**src/rtl/eth_dest_filter_pkg.sv**
```systemverilog
package eth_dest_filter_pkg;

    localparam int unsigned CRC_W = 32;
    localparam logic [CRC_W-1:0] CRC_POLY = 32'h04C1_1DB7;
    localparam logic [CRC_W-1:0] CRC_SEED = 32'hFFFF_FFFF;

    typedef enum logic [2:0] {
        RSN_NONE   = 3'd0,
        RSN_EXACT  = 3'd1,
        RSN_IHASH  = 3'd2,
        RSN_GHASH  = 3'd3,
        RSN_BCAST  = 3'd4,
        RSN_BC_REJ = 3'd5
    } reason_e;

    // Advance the CRC by one byte, least significant data bit first.
    function automatic logic [CRC_W-1:0] crc_step_byte(
        input logic [CRC_W-1:0] crc_in,
        input logic [7:0]       data
    );
        logic [CRC_W-1:0] c;
        logic             fb;
        c = crc_in;
        for (int i = 0; i < 8; i++) begin
            fb = c[CRC_W-1] ^ data[i];
            c  = {c[CRC_W-2:0], 1'b0};
            if (fb) c = c ^ CRC_POLY;
        end
        return c;
    endfunction

endpackage

```
**src/rtl/edf_collect.sv**
```systemverilog
module edf_collect
    import eth_dest_filter_pkg::*;
#(
    parameter int unsigned ADDR_BYTES = 6
) (
    input  logic                    clk,
    input  logic                    rst_n,
    input  logic                    byte_vld_i,
    input  logic                    byte_sof_i,
    input  logic [7:0]              byte_dat_i,
    output logic [8*ADDR_BYTES-1:0] addr_o,
    output logic [CRC_W-1:0]        crc_o,
    output logic                    done_o
);
    localparam int unsigned ADDR_W = 8 * ADDR_BYTES;
    localparam int unsigned CNT_W  = $clog2(ADDR_BYTES + 1);
    localparam logic [CNT_W-1:0] CNT_FULL = CNT_W'(ADDR_BYTES);

    typedef struct packed {
        logic [CNT_W-1:0]  cnt;
        logic [ADDR_W-1:0] addr;
        logic [CRC_W-1:0]  crc;
        logic              done;
    } col_t;

    col_t st_d, st_q;

    always_comb begin
        st_d      = st_q;
        st_d.done = 1'b0;
        if (byte_vld_i && byte_sof_i) begin
            st_d.cnt  = CNT_W'(1);
            st_d.addr = {{(ADDR_W-8){1'b0}}, byte_dat_i};
            st_d.crc  = crc_step_byte(CRC_SEED, byte_dat_i);
            st_d.done = (ADDR_BYTES == 1);
        end else if (byte_vld_i && (st_q.cnt != '0) && (st_q.cnt < CNT_FULL)) begin
            st_d.cnt  = st_q.cnt + CNT_W'(1);
            st_d.addr = {st_q.addr[ADDR_W-9:0], byte_dat_i};
            st_d.crc  = crc_step_byte(st_q.crc, byte_dat_i);
            st_d.done = (st_q.cnt + CNT_W'(1)) == CNT_FULL;
        end
    end

    always_ff @(posedge clk or negedge rst_n) begin
        if (!rst_n) begin
            st_q <= '{cnt: '0, addr: '0, crc: CRC_SEED, done: 1'b0};
        end else begin
            st_q <= st_d;
        end
    end

    assign addr_o = st_q.addr;
    assign crc_o  = st_q.crc;
    assign done_o = st_q.done;

    // a completed address always follows an accepted byte
    p_done_after_byte_r2: assert property (@(posedge clk) disable iff (!rst_n)
        st_q.done |-> $past(byte_vld_i));

    // the byte count never runs past the address length
    p_cnt_bound_r11: assert property (@(posedge clk) disable iff (!rst_n)
        st_q.cnt <= CNT_FULL);

endmodule

```
**src/rtl/edf_hash_lookup.sv**
```systemverilog
module edf_hash_lookup #(
    parameter int unsigned HASH_BITS = 6
) (
    input  logic [HASH_BITS-1:0]      idx_i,
    input  logic [(1<<HASH_BITS)-1:0] ind_tbl_i,
    input  logic [(1<<HASH_BITS)-1:0] grp_tbl_i,
    output logic                      ind_hit_o,
    output logic                      grp_hit_o
);
    always_comb begin
        ind_hit_o = ind_tbl_i[idx_i];
        grp_hit_o = grp_tbl_i[idx_i];
    end
endmodule

```
**src/rtl/edf_decide.sv**
```systemverilog
module edf_decide
    import eth_dest_filter_pkg::*;
#(
    parameter int unsigned ADDR_BYTES = 6
) (
    input  logic                    clk,
    input  logic                    rst_n,
    input  logic                    done_i,
    input  logic [8*ADDR_BYTES-1:0] addr_i,
    input  logic [8*ADDR_BYTES-1:0] station_i,
    input  logic                    ind_hit_i,
    input  logic                    grp_hit_i,
    input  logic                    promisc_i,
    input  logic                    bc_reject_i,
    output logic                    vld_o,
    output logic                    accept_o,
    output logic [2:0]              reason_o
);
    localparam int unsigned ADDR_W  = 8 * ADDR_BYTES;
    localparam int unsigned GRP_POS = ADDR_W - 8;

    typedef struct packed {
        logic    vld;
        logic    accept;
        reason_e reason;
    } dec_t;

    dec_t st_d, st_q;

    logic [ADDR_BYTES-1:0] byte_eq;
    logic                  exact, is_grp, is_bc;
    reason_e               rsn;

    for (genvar g = 0; g < ADDR_BYTES; g++) begin : g_cmp
        assign byte_eq[g] = addr_i[8*g +: 8] == station_i[8*g +: 8];
    end

    always_comb begin
        exact  = &byte_eq;
        is_grp = addr_i[GRP_POS];
        is_bc  = &addr_i;
        if (is_bc) begin
            rsn = bc_reject_i ? RSN_BC_REJ : RSN_BCAST;
        end else if (is_grp) begin
            rsn = grp_hit_i ? RSN_GHASH : RSN_NONE;
        end else if (exact) begin
            rsn = RSN_EXACT;
        end else begin
            rsn = ind_hit_i ? RSN_IHASH : RSN_NONE;
        end
    end

    always_comb begin
        st_d     = st_q;
        st_d.vld = done_i;
        if (done_i) begin
            st_d.reason = rsn;
            st_d.accept = promisc_i || !((rsn == RSN_NONE) || (rsn == RSN_BC_REJ));
        end
    end

    always_ff @(posedge clk or negedge rst_n) begin
        if (!rst_n) begin
            st_q <= '{vld: 1'b0, accept: 1'b0, reason: RSN_NONE};
        end else begin
            st_q <= st_d;
        end
    end

    assign vld_o    = st_q.vld;
    assign accept_o = st_q.accept;
    assign reason_o = st_q.reason;

    // the strobe is a single cycle
    p_single_strobe_r2: assert property (@(posedge clk) disable iff (!rst_n)
        st_q.vld |=> !st_q.vld);

    // a rejection only carries the no-match or refused-broadcast code
    p_reject_reason_r8: assert property (@(posedge clk) disable iff (!rst_n)
        (st_q.vld && !st_q.accept) |-> (st_q.reason == RSN_NONE || st_q.reason == RSN_BC_REJ));

    // promiscuous mode at decision time forces acceptance
    p_promisc_accept_r9: assert property (@(posedge clk) disable iff (!rst_n)
        (st_q.vld && $past(promisc_i)) |-> st_q.accept);

    // the plain broadcast code only appears with reject off
    p_bcast_code_r6: assert property (@(posedge clk) disable iff (!rst_n)
        (st_q.vld && st_q.reason == RSN_BCAST) |-> !$past(bc_reject_i));

endmodule

```
**src/rtl/eth_dest_filter.sv**
```systemverilog
module eth_dest_filter
    import eth_dest_filter_pkg::*;
#(
    parameter int unsigned ADDR_BYTES = 6,
    parameter int unsigned HASH_BITS  = 6
) (
    input  logic                      clk,
    input  logic                      rst_n,
    input  logic                      byte_vld,
    input  logic                      byte_sof,
    input  logic [7:0]                byte_dat,
    input  logic [8*ADDR_BYTES-1:0]   cfg_station,
    input  logic [(1<<HASH_BITS)-1:0] cfg_ind_tbl,
    input  logic [(1<<HASH_BITS)-1:0] cfg_grp_tbl,
    input  logic                      cfg_promisc,
    input  logic                      cfg_bc_reject,
    output logic                      dec_vld,
    output logic                      dec_accept,
    output logic [2:0]                dec_reason
);
    localparam int unsigned ADDR_W = 8 * ADDR_BYTES;

    logic [ADDR_W-1:0]    addr;
    logic [CRC_W-1:0]     crc;
    logic                 done;
    logic                 ind_hit, grp_hit;
    logic [HASH_BITS-1:0] idx;

    assign idx = crc[CRC_W-1 -: HASH_BITS];

    edf_collect #(.ADDR_BYTES(ADDR_BYTES)) u_collect (
        .clk        (clk),
        .rst_n      (rst_n),
        .byte_vld_i (byte_vld),
        .byte_sof_i (byte_sof),
        .byte_dat_i (byte_dat),
        .addr_o     (addr),
        .crc_o      (crc),
        .done_o     (done)
    );

    edf_hash_lookup #(.HASH_BITS(HASH_BITS)) u_hash (
        .idx_i     (idx),
        .ind_tbl_i (cfg_ind_tbl),
        .grp_tbl_i (cfg_grp_tbl),
        .ind_hit_o (ind_hit),
        .grp_hit_o (grp_hit)
    );

    edf_decide #(.ADDR_BYTES(ADDR_BYTES)) u_decide (
        .clk         (clk),
        .rst_n       (rst_n),
        .done_i      (done),
        .addr_i      (addr),
        .station_i   (cfg_station),
        .ind_hit_i   (ind_hit),
        .grp_hit_i   (grp_hit),
        .promisc_i   (cfg_promisc),
        .bc_reject_i (cfg_bc_reject),
        .vld_o       (dec_vld),
        .accept_o    (dec_accept),
        .reason_o    (dec_reason)
    );

endmodule

```
**config.mk**
```make
export PLATFORM = sky130hd
export DESIGN_NAME = eth_dest_filter
export DESIGN_NICKNAME = d
export VERILOG_FILES = /design/src/rtl/eth_dest_filter_pkg.sv /design/src/rtl/edf_collect.sv /design/src/rtl/edf_hash_lookup.sv /design/src/rtl/edf_decide.sv /design/src/rtl/eth_dest_filter.sv
export SDC_FILE = /design/constraint.sdc
export NUM_CORES = 1
export LEC_CHECK = 0
export BUFFER_PORTS_ARGS = -buffer_cell sky130_fd_sc_hd__buf_2
export CORE_MARGIN = 2
export CORE_UTILIZATION = 48
export CTS_CLUSTER_SIZE = 24
export DETAILED_ROUTE_END_ITERATION = 8
export HOLD_SLACK_MARGIN = 0.15
export PLACE_DENSITY = 0.87
export SLEW_MARGIN = 20
export SYNTH_ARGS = -nofsm -noshare
export SYNTH_HDL_FRONTEND = slang
export SYNTH_SLANG_ARGS = --single-unit
export TNS_END_PERCENT = 30
```
**constraint.sdc**
```tcl
create_clock -name clk -period 2.1 [get_ports clk]
set_input_delay 0.105 -clock clk [delete_from_list [all_inputs] [get_ports clk]]
set_output_delay 0.105 -clock clk [all_outputs]
set_load 0.005 [all_outputs]
```
# [Yosys cells after proc, flatten, opt, wreduce, memory -nomap -nowiden]
# Index checks and enable logic that the tools add are counted.
[totals] reg_bits=89 output_inout_bits=5
[op_classes] n_addsub=1 eq_ne=8 reduce_logical=11 n_bitwise=30 order_cmp=2 mux=49
[op_table] op="32-bit 2-to-1 mux" n=21
[op_table] op="27-bit 2-to-1 mux" n=16
[op_table] op="14-bit NOT" n=15
[op_table] op="84-bit 2-to-1 mux" n=2
[op_table] op="8-bit equality test" n=6
[op_table] op="48-bit AND reduction" n=1
[op_table] op="1-bit bitwise XOR" n=15
[op_table] op="1-bit binary-select mux with 6-bit select" n=2
[op_table] op="3-bit 2-to-1 mux" n=3
[op_table] op="6-bit by 7-bit < comparator with 1-bit output, second input constant" n=1
[op_table] op="3-bit equality test, second input constant" n=2
[op_table] op="6-bit AND reduction" n=1
[op_table] op="2-bit 2-to-1 mux" n=2
[op_table] op="3-bit by 1-bit adder with 3-bit output, second input constant" n=1
[op_table] op="1-bit logical AND" n=3
[op_table] op="3-bit zero test" n=1
[op_table] op="3-bit < comparator, second input constant" n=1
[op_table] op="1-bit 2-to-1 mux" n=3
[op_table] op="3-bit nonzero test" n=1
[op_table] op="1-bit logical OR" n=2
[op_table] op="2-bit nonzero test" n=1
[op_table] op="1-bit zero test" n=1

# [Logic depth before layout (Yosys ltp)]
# Gate-level depths: netlist of run 1.
[depth] depth_word=33 ltp_mapped=9 depth_no_buf=7

# [By module]
# From an unflattened synthesis of run 1, not the netlist that was laid out.
[unflattened] hier_cells=658 hier_area_um2=7244.4
[modules_own_cells] module="edf_collect" cells_each=457 area_per_inst_um2=5252.5 instances=1 seq_area_each_um2=2142.1
[modules_own_cells] module="edf_hash_lookup" cells_each=98 area_per_inst_um2=1119.8 instances=1 seq_area_each_um2=0.0
[modules_own_cells] module="edf_decide" cells_each=103 area_per_inst_um2=872.1 instances=1 seq_area_each_um2=125.1

# [Least setup slack after synthesis of run 1]
# Ideal clock, no wire load.
[synth_timing] kind="reg2reg" start="register u_collect.st_q, in the netlist u_collect.crc_o[27]" end="register u_decide.st_q, in the netlist u_decide.reason_o[1]" path_slack_ns=-0.217 synth_period_minus_slack_ns=2.317 path_buffers=3 t_required_ns=1.980 setup_ns=0.120 path_stages_with_launch=10 arrival_time_ns=2.198 path_cell_list="dfstp_2 -> buf_6 -> buf_2 -> buf_6 -> mux4_2 -> o22ai_1 -> nor3_1 -> a2111oi_2 -> o32ai_1 -> a31o_1"
[synth_via] elab_chain_len=6 word_cells_on_any_way=9
[synth_lines] item="start, declared" line_no="edf_collect.sv:26" rtl="col_t st_d, st_q;"
[synth_lines] item="start signal, assigned" line_no="edf_collect.sv:46" rtl="st_q <= '{cnt: '0, addr: '0, crc: CRC_SEED, done: 1'b0};"
[synth_lines] item="start signal, assigned" line_no="edf_collect.sv:48" rtl="st_q <= st_d;"
[synth_lines] item="1-bit binary-select mux with 6-bit select" line_no="edf_hash_lookup.sv:11" rtl="ind_hit_o = ind_tbl_i[idx_i];"
[synth_lines] item="1-bit 2-to-1 mux (not written as such)" line_no="edf_hash_lookup.sv:11"
[synth_lines] item="2-bit 2-to-1 mux" line_no="edf_decide.sv:49" rtl="rsn = ind_hit_i ? RSN_IHASH : RSN_NONE;"
[synth_lines] item="3-bit 2-to-1 mux" line_no="edf_decide.sv:46" rtl="end else if (exact) begin"
[synth_lines] item="3-bit 2-to-1 mux (*)" line_no="edf_decide.sv:44" rtl="end else if (is_grp) begin"
[synth_lines] item="3-bit 2-to-1 mux (*)" line_no="edf_decide.sv:42" rtl="if (is_bc) begin"
[synth_lines] item="end signal, assigned" line_no="edf_decide.sv:64" rtl="st_q <= '{vld: 1'b0, accept: 1'b0, reason: RSN_NONE};"
[synth_lines] item="end signal, assigned" line_no="edf_decide.sv:66" rtl="st_q <= st_d;"
[synth_lines] item="end, declared" line_no="edf_decide.sv:28" rtl="dec_t st_d, st_q;"
# Every way passes the cells marked *; elsewhere a longest branch is shown, timed or not. The select of a mux whose other input is x is not followed.
# A chain may end at the register's enable or synchronous reset.

# [Final worst setup path of run 1]
# Ends and elaborated chain as after synthesis.

==> out/qor.csv, run 1 <==
metric;value;unit
fp.dieH;120;µm
setup_ws;-0.377;ns
ys.flop_type;dfrtp_1;
maxCapViolCount;0;
crit_path_frequent_cell;a22oi_1;
rsz0062_at_grt;true;
reg2reg_depth;7;
antenna_cells;0;
run_status;complete, but fails checks;
drt_iter0_drc;623;
syn_area;6510;µm²
slowest_delay;0.69;ns
dr_wl_met2;10500;µm
drv_slew;0;
num-nets-final;1025;
start_util;49.2;%
power_density;1490;nW/µm²
relSlewSlack;49.0;%
ys_async_sr_fraction;100;%
violations;setup timing;
gr-usage-all-layers;29.2;%
r2r_start;u_collect.crc_o[27]$_DFFE_PN1P_;
crit_type;flip-flop to flip-flop;
fmax;0.404;GHz
dieArea;14500;µm²
viasPerCell;6.08;
dpl.hpwl;15700;µm
drc;0;
core_area;13200;µm²
cts_buffers;9;
cp.required;2.34;ns
cp_num_buf_inv;1;
io_buffers;194;
top_layer_used;met4;
dieWidth;120;µm
end_kind;flip-flop;
yosysWarnings;0;
cts_htree_levels;3;
hold_path_depth;3;
cp.depth;7;
cts.sinks;89;
antenna_found_initial;0;
hold_viol_final;0;
tightest_slew;0.765;ns
cp-startpoint;u_collect.crc_o[27]$_DFFE_PN1P_;
clock_tree.buffer_depth;2;
crit_chain;buf_6 -> mux4_1 -> a22oi_1 -> a22oi_1 -> and4b_1 -> o32ai_1 -> a31o_1;
gp_congestion;1.02;
synth_top_area_share;21.9;%
syn_area_per_cell;11.2;µm²
ys_seq_elements;89;
synth.top_cells.by_area;dfrtp_1 (22%), dfstp_2 (13%), xor2_1 (10%), xnor2_1 (9.4%), a22o_1 (5.5%);
wl_per_cell;21.6;µm
io_pins;195;
ir_drop;0.000847;V
min_from;byte_sof;
ctsRootBufferMaster;clkbuf_16;
drt-met1-wl;8600;µm
grt_pass1_wl;32300;µm
insertion_delay;0.35;ns
hold_path_class;input pin to flip-flop;
setup_violations;6;
p_leak;3.95;nW
min_to;u_collect.st_q[81]$_DFFE_PN0P_;
power.total;0.0129;W
yosysTopAreaCell;dfrtp_1;
cp_max_fo;8;
crit_slowest_cell;dfstp_2;
grt_pass1_vias;6071;
dr.pass1.iters;6;
fin_util;65.5;%
cp.arrival;2.72;ns
cts.clk_slew.worst_paths;0.06;ns
grt_max_degree;54;
dr_total_vias;6159;
start_kind;flip-flop;
rows;42;
r2r_end;u_decide.reason_o[1]$_DFFE_PN0P_;
cts_tree;built;
drtAntennaViolNets;0;
finalCritPeriodShare;118;%
netlist-cell-type-count;56;
yosysSeqAreaShare;34.8;%
wl_met3;1950;µm
ff2ff_setup_slack;-0.38;ns
critPathTopFamily;flip-flops;
fin_worst_skew;0.00771;ns
drive_gt1_share;46.1;%
synthCells;580;
wl;21900;µm
overflow;0;
synth_edf_count;0;
synth_nets;773;
fin_crit;2.48;ns
area_growth;33.3;%
==> cells by family after synthesis <==
family                   Yosys count  share of synthesized area [%]
AO/OA/AOI/OAI                    129                           15.3
XOR/XNOR                         161                           23.6
flip-flops                        89                           34.8
adder cells (fa/ha/maj)            3                          0.577
AND/OR/NAND/NOR                   99                           8.05
multiplexers                      48                           13.7
buffers and inverters             51                           3.94
==> area by class of cell <==
type,count,area [µm²]
inverters,8,30.0
fillers,998,4570
clock inverters,6,67.6
repair buffers,284,1750
multi-input cells,440,4110
flip-flops and latches,89,2270
well taps,176,220
clock buffers,10,229
==> registers in the layout, indices dropped and copies added (netlist names) <==
name / cells
u_decide.vld_o: 1
u_collect.crc_o: 32
u_decide.reason_o: 3
u_decide.accept_o: 1
u_collect.st_q: 3
u_collect.addr_o: 48
u_collect.done_o: 1
==> what timing repair did <==
action                                 CTS  global route
gates resized for setup                  6            19
pin swaps                                0             9
hold buffers                             7             0
setup endpoints to repair               11            18
endpoints found under the hold margin   72             0
buffers inserted                         0             8
==> synth_stat cells (2+ instances only) <==
master / n
a22oi_1: 23
dfstp_2: 32
nand4_1: 17
nand3_1: 3
mux4_1: 13
xor2_2: 3
nor2_1: 13
xnor2_1: 70
nor3_1: 3
ha_1: 3
nand2_1: 26
mux2i_1: 9
buf_4: 3
mux2_2: 11
o221ai_1: 6
and2_1: 2
clkbuf_1: 24
inv_1: 8
buf_2: 12
nor2b_1: 7
dfrtp_1: 57
a22o_1: 41
buf_6: 3
a21oi_1: 4
a2111oi_2: 2
xnor2_2: 9
o211ai_1: 7
nor4_1: 16
mux4_2: 15
nand2b_1: 4
xor2_1: 77
o22ai_1: 2
xnor2_4: 2
a221o_1: 3
o21ai_0: 29
==> worst reg2reg max path: stages, from the launching register on <==
cell and delay, ns:
dfstp_2 0.69, buf_6 0.17, mux4_1 0.56, a22oi_1 0.19, a22oi_1 0.12, and4b_1 0.31, o32ai_1 0.11, a31o_1 0.22
==> cell usage in the layout, fill, tap and decap left out, types with 17 or more instances in the layout <==
master,instances
a22oi_1,23
mux4_2,18
a22o_1,41
nand2_1,26
dfrtp_1,57
o21ai_0,24
buf_2,194
xnor2_1,65
xor2_1,74
nand4_1,17
buf_4,73
dfstp_2,32
==> metal layers <==
metal | track usage (%) | up-vias
li1 | - | 2664
met1 | 38.3 | 3045
met2 | 47.1 | 376
met3 | 6.84 | 74
met4 | 11.6 | 0
met5 | 0 | -
==> how the worst max path moves through the flow <==
stage               slack (ns)                                to
floorplan                -0.18     u_decide.accept_o$_DFFE_PN0P_
global placement         -0.23  u_decide.reason_o[1]$_DFFE_PN0P_
detailed placement       -0.29  u_decide.reason_o[1]$_DFFE_PN0P_
CTS                      -0.30  u_decide.reason_o[1]$_DFFE_PN0P_
global route             -0.46  u_decide.reason_o[1]$_DFFE_PN0P_
finish                   -0.38  u_decide.reason_o[1]$_DFFE_PN0P_
==> stage by stage <==
stage	hold slack, ns	setup WS (ns)	cells	instance area [µm²]	TNS [ns]
6_report	0.173	-0.377	1013	8680	-0.952
2_1_floorplan	-0.191	-0.184	580	6530	-0.537
3_5_place_dp	0.0980	-0.295	983	8140	-0.886
4_1_cts	0.156	-0.299	1006	8520	-0.911
5_1_grt	0.198	-0.456	1013	8680	-2.02
3_3_place_gp	0.104	-0.233	983	8140	-0.620
==> power breakdown <==
part           internal (W)  switching [W]
sequential          0.00248       0.000663
clock              0.000929       0.000713
combinational       0.00430        0.00383
Power figures use the tool's default switching activity.
==> run 2, diff against run 1 <==
- REMOVE_ABC_BUFFERS: unset -> 1
==> run 2 against run 1 <==
Effect of this change:
- the run still ends with setup timing left
- total power shrank 1.3%
- clock-buffer cell count shrank 1
- final area shrank 1.8%
- clock skew shrank 0.0015 ns
- via count shrank 3.0%
- wire length shrank 6.2%
- cell count shrank 1.9%
- sequential share of layout area grew 0.48 points
- largest cell class unchanged
- highest routed layer unchanged
==> out/qor.csv, run 2 (synthesis results as in run 1) <==
metric;value;unit;change
run_status;complete, but fails checks;;unchanged
violations;setup timing;;unchanged
area_growth;30.9;%;was 33.3%
cts_buffers;9;;unchanged
grt_pass1_wl;32000;µm;was 32,300 µm
place_ws;-0.386;ns;was -0.295 ns
wl_per_cell;20.6;µm;was 21.6 µm
rows;42;;unchanged
power.total;0.0128;W;was 0.0129 W
drt_iter0_drc;524;;was 623
setup_ws;-0.301;ns;was -0.377 ns
fin_worst_skew;0.00624;ns;was 0.00771 ns
viasPerCell;6.01;;was 6.08
ff2ff_setup_slack;-0.30;ns;was -0.38 ns
slowest_delay;0.65;ns;was 0.69 ns
overflow;0;;unchanged
antenna_found_initial;0;;unchanged
gr-usage-all-layers;28.5;%;was 29.2%
crit_path_frequent_cell;mux4_2;;was a22oi_1
fillers;1007;;was 998
relSlewSlack;43.9;%;was 49.0%
cp_num_buf_inv;0;;was 1
crit_chain;mux4_2 -> mux4_2 -> a211oi_4 -> o32ai_1 -> a31o_1;;was buf_6 -> mux4_1 -> a22oi_1 -> a22oi_1 -> and4b_1 -> o32ai_1 -> a31o_1
cp.arrival;2.64;ns;was 2.72 ns
hold_path_class;input pin to flip-flop;;unchanged
antenna_cells;0;;unchanged
wl;20500;µm;was 21,900 µm
dpl.hpwl;15200;µm;was 15,700 µm
drv_slew;0;;unchanged
setup_violations;6;;unchanged
p_int;0.00759;W;was 0.00771 W
dr_total_vias;5976;;was 6,159
crit_type;flip-flop to flip-flop;;unchanged
cts_htree_levels;3;;unchanged
power_density;1500;nW/µm²;was 1490 nW/µm²
placed_area;8050;µm²;was 8140 µm²
fin_area;8520;µm²;was 8680 µm²
drtAntennaViolNets;0;;unchanged
ctsRootBufferMaster;clkbuf_16;;unchanged
fin_crit;2.40;ns;was 2.48 ns
dr.pass1.iters;4;;was 6
maxCapViolCount;0;;unchanged
layout_commonest_cell;buf_2;;unchanged
tightest_slew;0.842;ns;was 0.765 ns
largest_register_ffs;48;;unchanged
crit_slowest_cell;dfstp_2;;unchanged
cts.clk_slew.worst_paths;0.07;ns;was 0.06 ns
mostFrequentLayoutCells;buf_2 (193), xor2_1 (74), xnor2_1 (66), buf_4 (59), dfrtp_1 (57);;was buf_2 (194), xor2_1 (74), buf_4 (73), xnor2_1 (65), dfrtp_1 (57)
fp.dieH;120;µm;unchanged
cts_tree;built;;unchanged
p_leak;3.86;nW;was 3.95 nW
grt_pass1_vias;6015;;was 6,071
dieArea;14500;µm²;unchanged
p_sw;0.00516;W;was 0.00521 W
cp.required;2.34;ns;about the same
rsz0062_at_grt;true;;unchanged
setup_total_negative_slack;-0.955;ns;was -0.952 ns
fmax;0.416;GHz;was 0.404 GHz
start_kind;flip-flop;;unchanged
end_kind;flip-flop;;unchanged
cts.sinks;89;;unchanged
power_frac_seq;24.2;%;was 24.3%
start_util;49.2;%;unchanged
io_pins;195;;unchanged
p_clk_share;12.6;%;was 12.7%
grt_max_degree;66;;was 54
io_buffers;194;;unchanged
pwr-share-comb;63.2;%;was 62.9%
num-nets-final;1006;;was 1,025
p_sw_share;40.5;%;was 40.3%
gp_congestion;1.08;;was 1.02
finalCritPeriodShare;114;%;was 118%
drive_gt1_share;45.0;%;was 46.1%
drc;0;;unchanged
fin_util;64.3;%;was 65.5%
insertion_delay;0.35;ns;about the same
clock_tree.buffer_depth;2;;unchanged
hold_viol_final;0;;unchanged
ir_drop;0.00132;V;was 0.000847 V
core_area;13200;µm²;unchanged
critPathTopFamily;multiplexers;;was flip-flops
cp_max_fo;7;;was 8
dieWidth;120;µm;unchanged
[run 2: stage by stage]
step / hold WS [ns] / instances
final: 0.164 / 994
after global routing: 0.169 / 994
after CTS: 0.151 / 994
after detailed placement: 0.162 / 972
after global placement: 0.153 / 972
after floorplan: -0.191 / 537
[run 2: repair_timing]
item,CTS,global route
gates cloned,1,0
setup buffers,1,0
hold buffers,4,0
pin swaps,6,3
endpoints found under the hold margin,40,0
endpoints found under the setup margin,8,16
gates resized for setup,9,12
[run 2: metal layers]
layer	vias up	track usage, %	share of wire (%)
met3	56	5.80	8.4
met2	345	46.6	49
li1	2617	-	-
met4	0	9.59	2.8
met1	2958	37.9	40
met5	-	0	0
[run 2: power by group through the flow]
stage	Combinational [W]	Sequential [W]	Clock (W)
after detailed placement	0.00732	0.00308	0
after floorplan	0.00469	0.00321	0
after global routing	0.00858	0.00315	0.00172
final	0.00806	0.00309	0.00161
after CTS	0.00760	0.00307	0.00162
after global placement	0.00707	0.00305	0
[run 2: path summary, 6_finish.rpt]
| path | start | to | depth (start not counted) |
|---|---|---|---|
| max | u_collect.crc_o[27]$_DFFE_PN1P_ | u_decide.reason_o[1]$_DFFE_PN0P_ | 5 |
| min reg2reg | u_collect.crc_o[21]$_DFFE_PN1P_ | u_collect.crc_o[21]$_DFFE_PN1P_ | 2 |
| min | byte_dat[2] | u_collect.crc_o[31]$_DFFE_PN1P_ | 3 |
| min in group asynchronous | rst_n | u_collect.addr_o[38]$_DFFE_PN0P_ | 2 |
| max reg2reg | u_collect.crc_o[27]$_DFFE_PN1P_ | u_decide.reason_o[1]$_DFFE_PN0P_ | 5 |
| max in group asynchronous | rst_n | u_collect.crc_o[12]$_DFFE_PN1P_ | 3 |
[run 2: area by class of cell]
class	instances	area [µm²]	area share (%)
Multi-Input combinational cell	440	4080	47.9
Sequential cell	89	2270	26.6
Timing Repair Buffer	265	1620	19.1
Clock buffer	9	225	2.64
Tap cell	176	220	2.58
Clock inverter	7	71.3	0.837
Inverter	8	30.0	0.352
[run 2: worst reg2reg max path, cell delays in order, from the launching register on]
cell,delay [ns]
dfstp_2,0.65
mux4_2,0.54
mux4_2,0.52
a211oi_4,0.27
o32ai_1,0.11
a31o_1,0.21
==> run 3, diff against run 2 <==
- SETUP_SLACK_MARGIN: unset -> 0.3
==> run 3 against run 2 <==
Effect of this change:
- the flow still finishes with violations (setup timing)
- setup slack got worse by 0.024 ns
- core utilization rose by 2.5 points
- sequential cell count did not move
- sequential share of layout area fell by 0.99 points
- wire length rose by 8.3%
- critical path depth did not move
- first-iteration DRC count rose by 10%
- clock-buffer cell count did not move
- highest routed layer unchanged
==> out/qor.csv, run 3 (synthesis results as in run 1) <==
metric;value;unit;change
drt_iter0_drc;579;;was 524
p_leak;4.01;nW;was 3.86 nW
setup_violations;9;;was 6
fmax;0.412;GHz;was 0.416 GHz
clock_tree.buffer_depth;2;;unchanged
start_util;49.2;%;unchanged
fin_crit;2.42;ns;was 2.40 ns
dieArea;14500;µm²;unchanged
cp_num_buf_inv;0;;unchanged
crit_path_frequent_cell;mux4_2;;unchanged
antenna_found_initial;0;;unchanged
io_buffers;194;;unchanged
hold_path_class;input pin to flip-flop;;unchanged
cts_tree;built;;unchanged
num-nets-final;1016;;was 1,006
gp_congestion;1.08;;unchanged
setup_total_negative_slack;-1.17;ns;was -0.955 ns
wl;22200;µm;was 20,500 µm
whs;0.163;ns;was 0.164 ns
layout_commonest_cell;buf_2;;unchanged
dieWidth;120;µm;unchanged
drv_slew;0;;unchanged
drc;0;;unchanged
grt_pass1_wl;32900;µm;was 32,000 µm
gr-usage-all-layers;29.5;%;was 28.5%
largest_register_ffs;48;;unchanged
io_pins;195;;unchanged
end_kind;flip-flop;;unchanged
antenna_cells;0;;unchanged
ctsRootBufferMaster;clkbuf_16;;unchanged
use_met3;6.46;%;was 5.80%
drive_gt1_share;48.1;%;was 45.0%
power.total;0.0139;W;was 0.0128 W
cp_max_fo;7;;unchanged
gr-usage-met1;38.2;%;was 37.9%
maxCapViolCount;0;;unchanged
rsz0062_at_grt;true;;unchanged
finalCritPeriodShare;115;%;was 114%
crit_type;flip-flop to flip-flop;;unchanged
dr.pass1.iters;7;;was 4
fillers;962;;was 1,007
overflow;0;;unchanged
ir_drop;0.00130;V;was 0.00132 V
power_density;1570;nW/µm²;was 1500 nW/µm²
crit_slowest_cell;dfstp_2;;unchanged
area_growth;36.0;%;was 30.9%
cp.arrival;2.67;ns;was 2.64 ns
cts.sinks;89;;unchanged
slowest_delay;0.66;ns;was 0.65 ns
fin_worst_skew;0.00571;ns;was 0.00624 ns
hold_viol_final;0;;unchanged
cts_htree_levels;3;;unchanged
busiest_layer;met2;;unchanged
core_area;13200;µm²;unchanged
viasPerCell;6.07;;was 6.01
cp.required;2.34;ns;about the same
run_status;complete, but fails checks;;unchanged
use_met2;48.7;%;was 46.6%
setup_ws;-0.325;ns;was -0.301 ns
grt_max_degree;66;;unchanged
cts.clk_slew.worst_paths;0.07;ns;about the same
relSlewSlack;47.0;%;was 43.9%
fin_area;8850;µm²;was 8520 µm²
critPathTopFamily;multiplexers;;unchanged
insertion_delay;0.35;ns;about the same
wl_per_cell;22.1;µm;was 20.6 µm
place_ws;-0.386;ns;unchanged
start_kind;flip-flop;;unchanged
tightest_slew;0.795;ns;was 0.842 ns
cts_buffers;9;;unchanged
drtAntennaViolNets;0;;unchanged
crit_chain;mux4_2 -> mux4_2 -> a211oi_4 -> o32ai_1 -> a31o_1;;unchanged
rows;42;;unchanged
violations;setup timing;;unchanged
grt_pass1_vias;6199;;was 6,015
fp.dieH;120;µm;unchanged
placed_area;8050;µm²;unchanged
dr_total_vias;6092;;was 5,976
dpl.hpwl;15200;µm;unchanged
mostFrequentLayoutCells;buf_2 (193), xor2_1 (72), xnor2_1 (61), buf_4 (58), dfrtp_1 (56);;was buf_2 (193), xor2_1 (74), xnor2_1 (66), buf_4 (59), dfrtp_1 (57)
## run 3: per-layer routing
metal	routed length (µm)	vias to the layer above
met5	0	-
met4	844	0
met3	1900	84
met2	10800	377
met1	8620	2993
li1	-	2638
## run 3: worst paths after layout
path                                                 startpoint                                to  slack, ns  cells past startpoint
worst max register to register  u_collect.crc_o[27]$_DFFE_PN1P_  u_decide.reason_o[1]$_DFFE_PN0P_      -0.32                      5
max in group asynchronous                                 rst_n   u_collect.crc_o[18]$_DFFE_PN1P_       1.11                      3
worst min register to register  u_collect.crc_o[21]$_DFFE_PN1P_   u_collect.crc_o[21]$_DFFE_PN1P_       0.51                      2
worst min-delay path                                byte_dat[2]   u_collect.crc_o[31]$_DFFE_PN1P_       0.16                      3
min in group asynchronous                                 rst_n   u_collect.addr_o[1]$_DFFE_PN0P_       0.31                      2
worst max-delay path            u_collect.crc_o[27]$_DFFE_PN1P_  u_decide.reason_o[1]$_DFFE_PN0P_      -0.32                      5
## run 3: final cells by class
class	instances	area, µm²	share of cell area [%]
Tap cell	176	220	2.49
Multi-Input combinational cell	440	4270	48.2
Clock buffer	9	225	2.54
Sequential cell	89	2270	25.6
Timing Repair Buffer	275	1770	20.0
Clock inverter	7	71.3	0.805
Inverter	8	30.0	0.339
## run 3: through the flow
step / util, % / instances
3_5_place_dp: 60.8 / 972
3_3_place_gp: 60.8 / 972
4_1_cts: 65.7 / 1002
2_1_floorplan: - / 537
5_1_grt: 66.9 / 1004
6_report: 66.9 / 1004
## run 3: worst register-to-register path: stages (launching register included)
cell	delay (ns)
dfstp_2	0.66
mux4_2	0.53
mux4_2	0.52
a211oi_4	0.28
o32ai_1	0.11
a31o_1	0.22
## run 3: power by group
| part | total, W | internal [W] | switching (W) |
|---|---|---|---|
| clock network | 0.00161 | 0.000838 | 0.000776 |
| logic | 0.00919 | 0.00490 | 0.00429 |
| registers | 0.00312 | 0.00248 | 0.000638 |
| total | 0.0139 | 0.00822 | 0.00570 |
## run 3: what timing repair did
action / in CTS / in global routing
setup buffers: 8 / 2
setup endpoints to repair: 46 / 60
resized for setup: 46 / 25
pin swaps: 25 / 14
hold buffers: 4 / 0
endpoints found under the hold margin: 40 / 0
cloned: 2 / 0
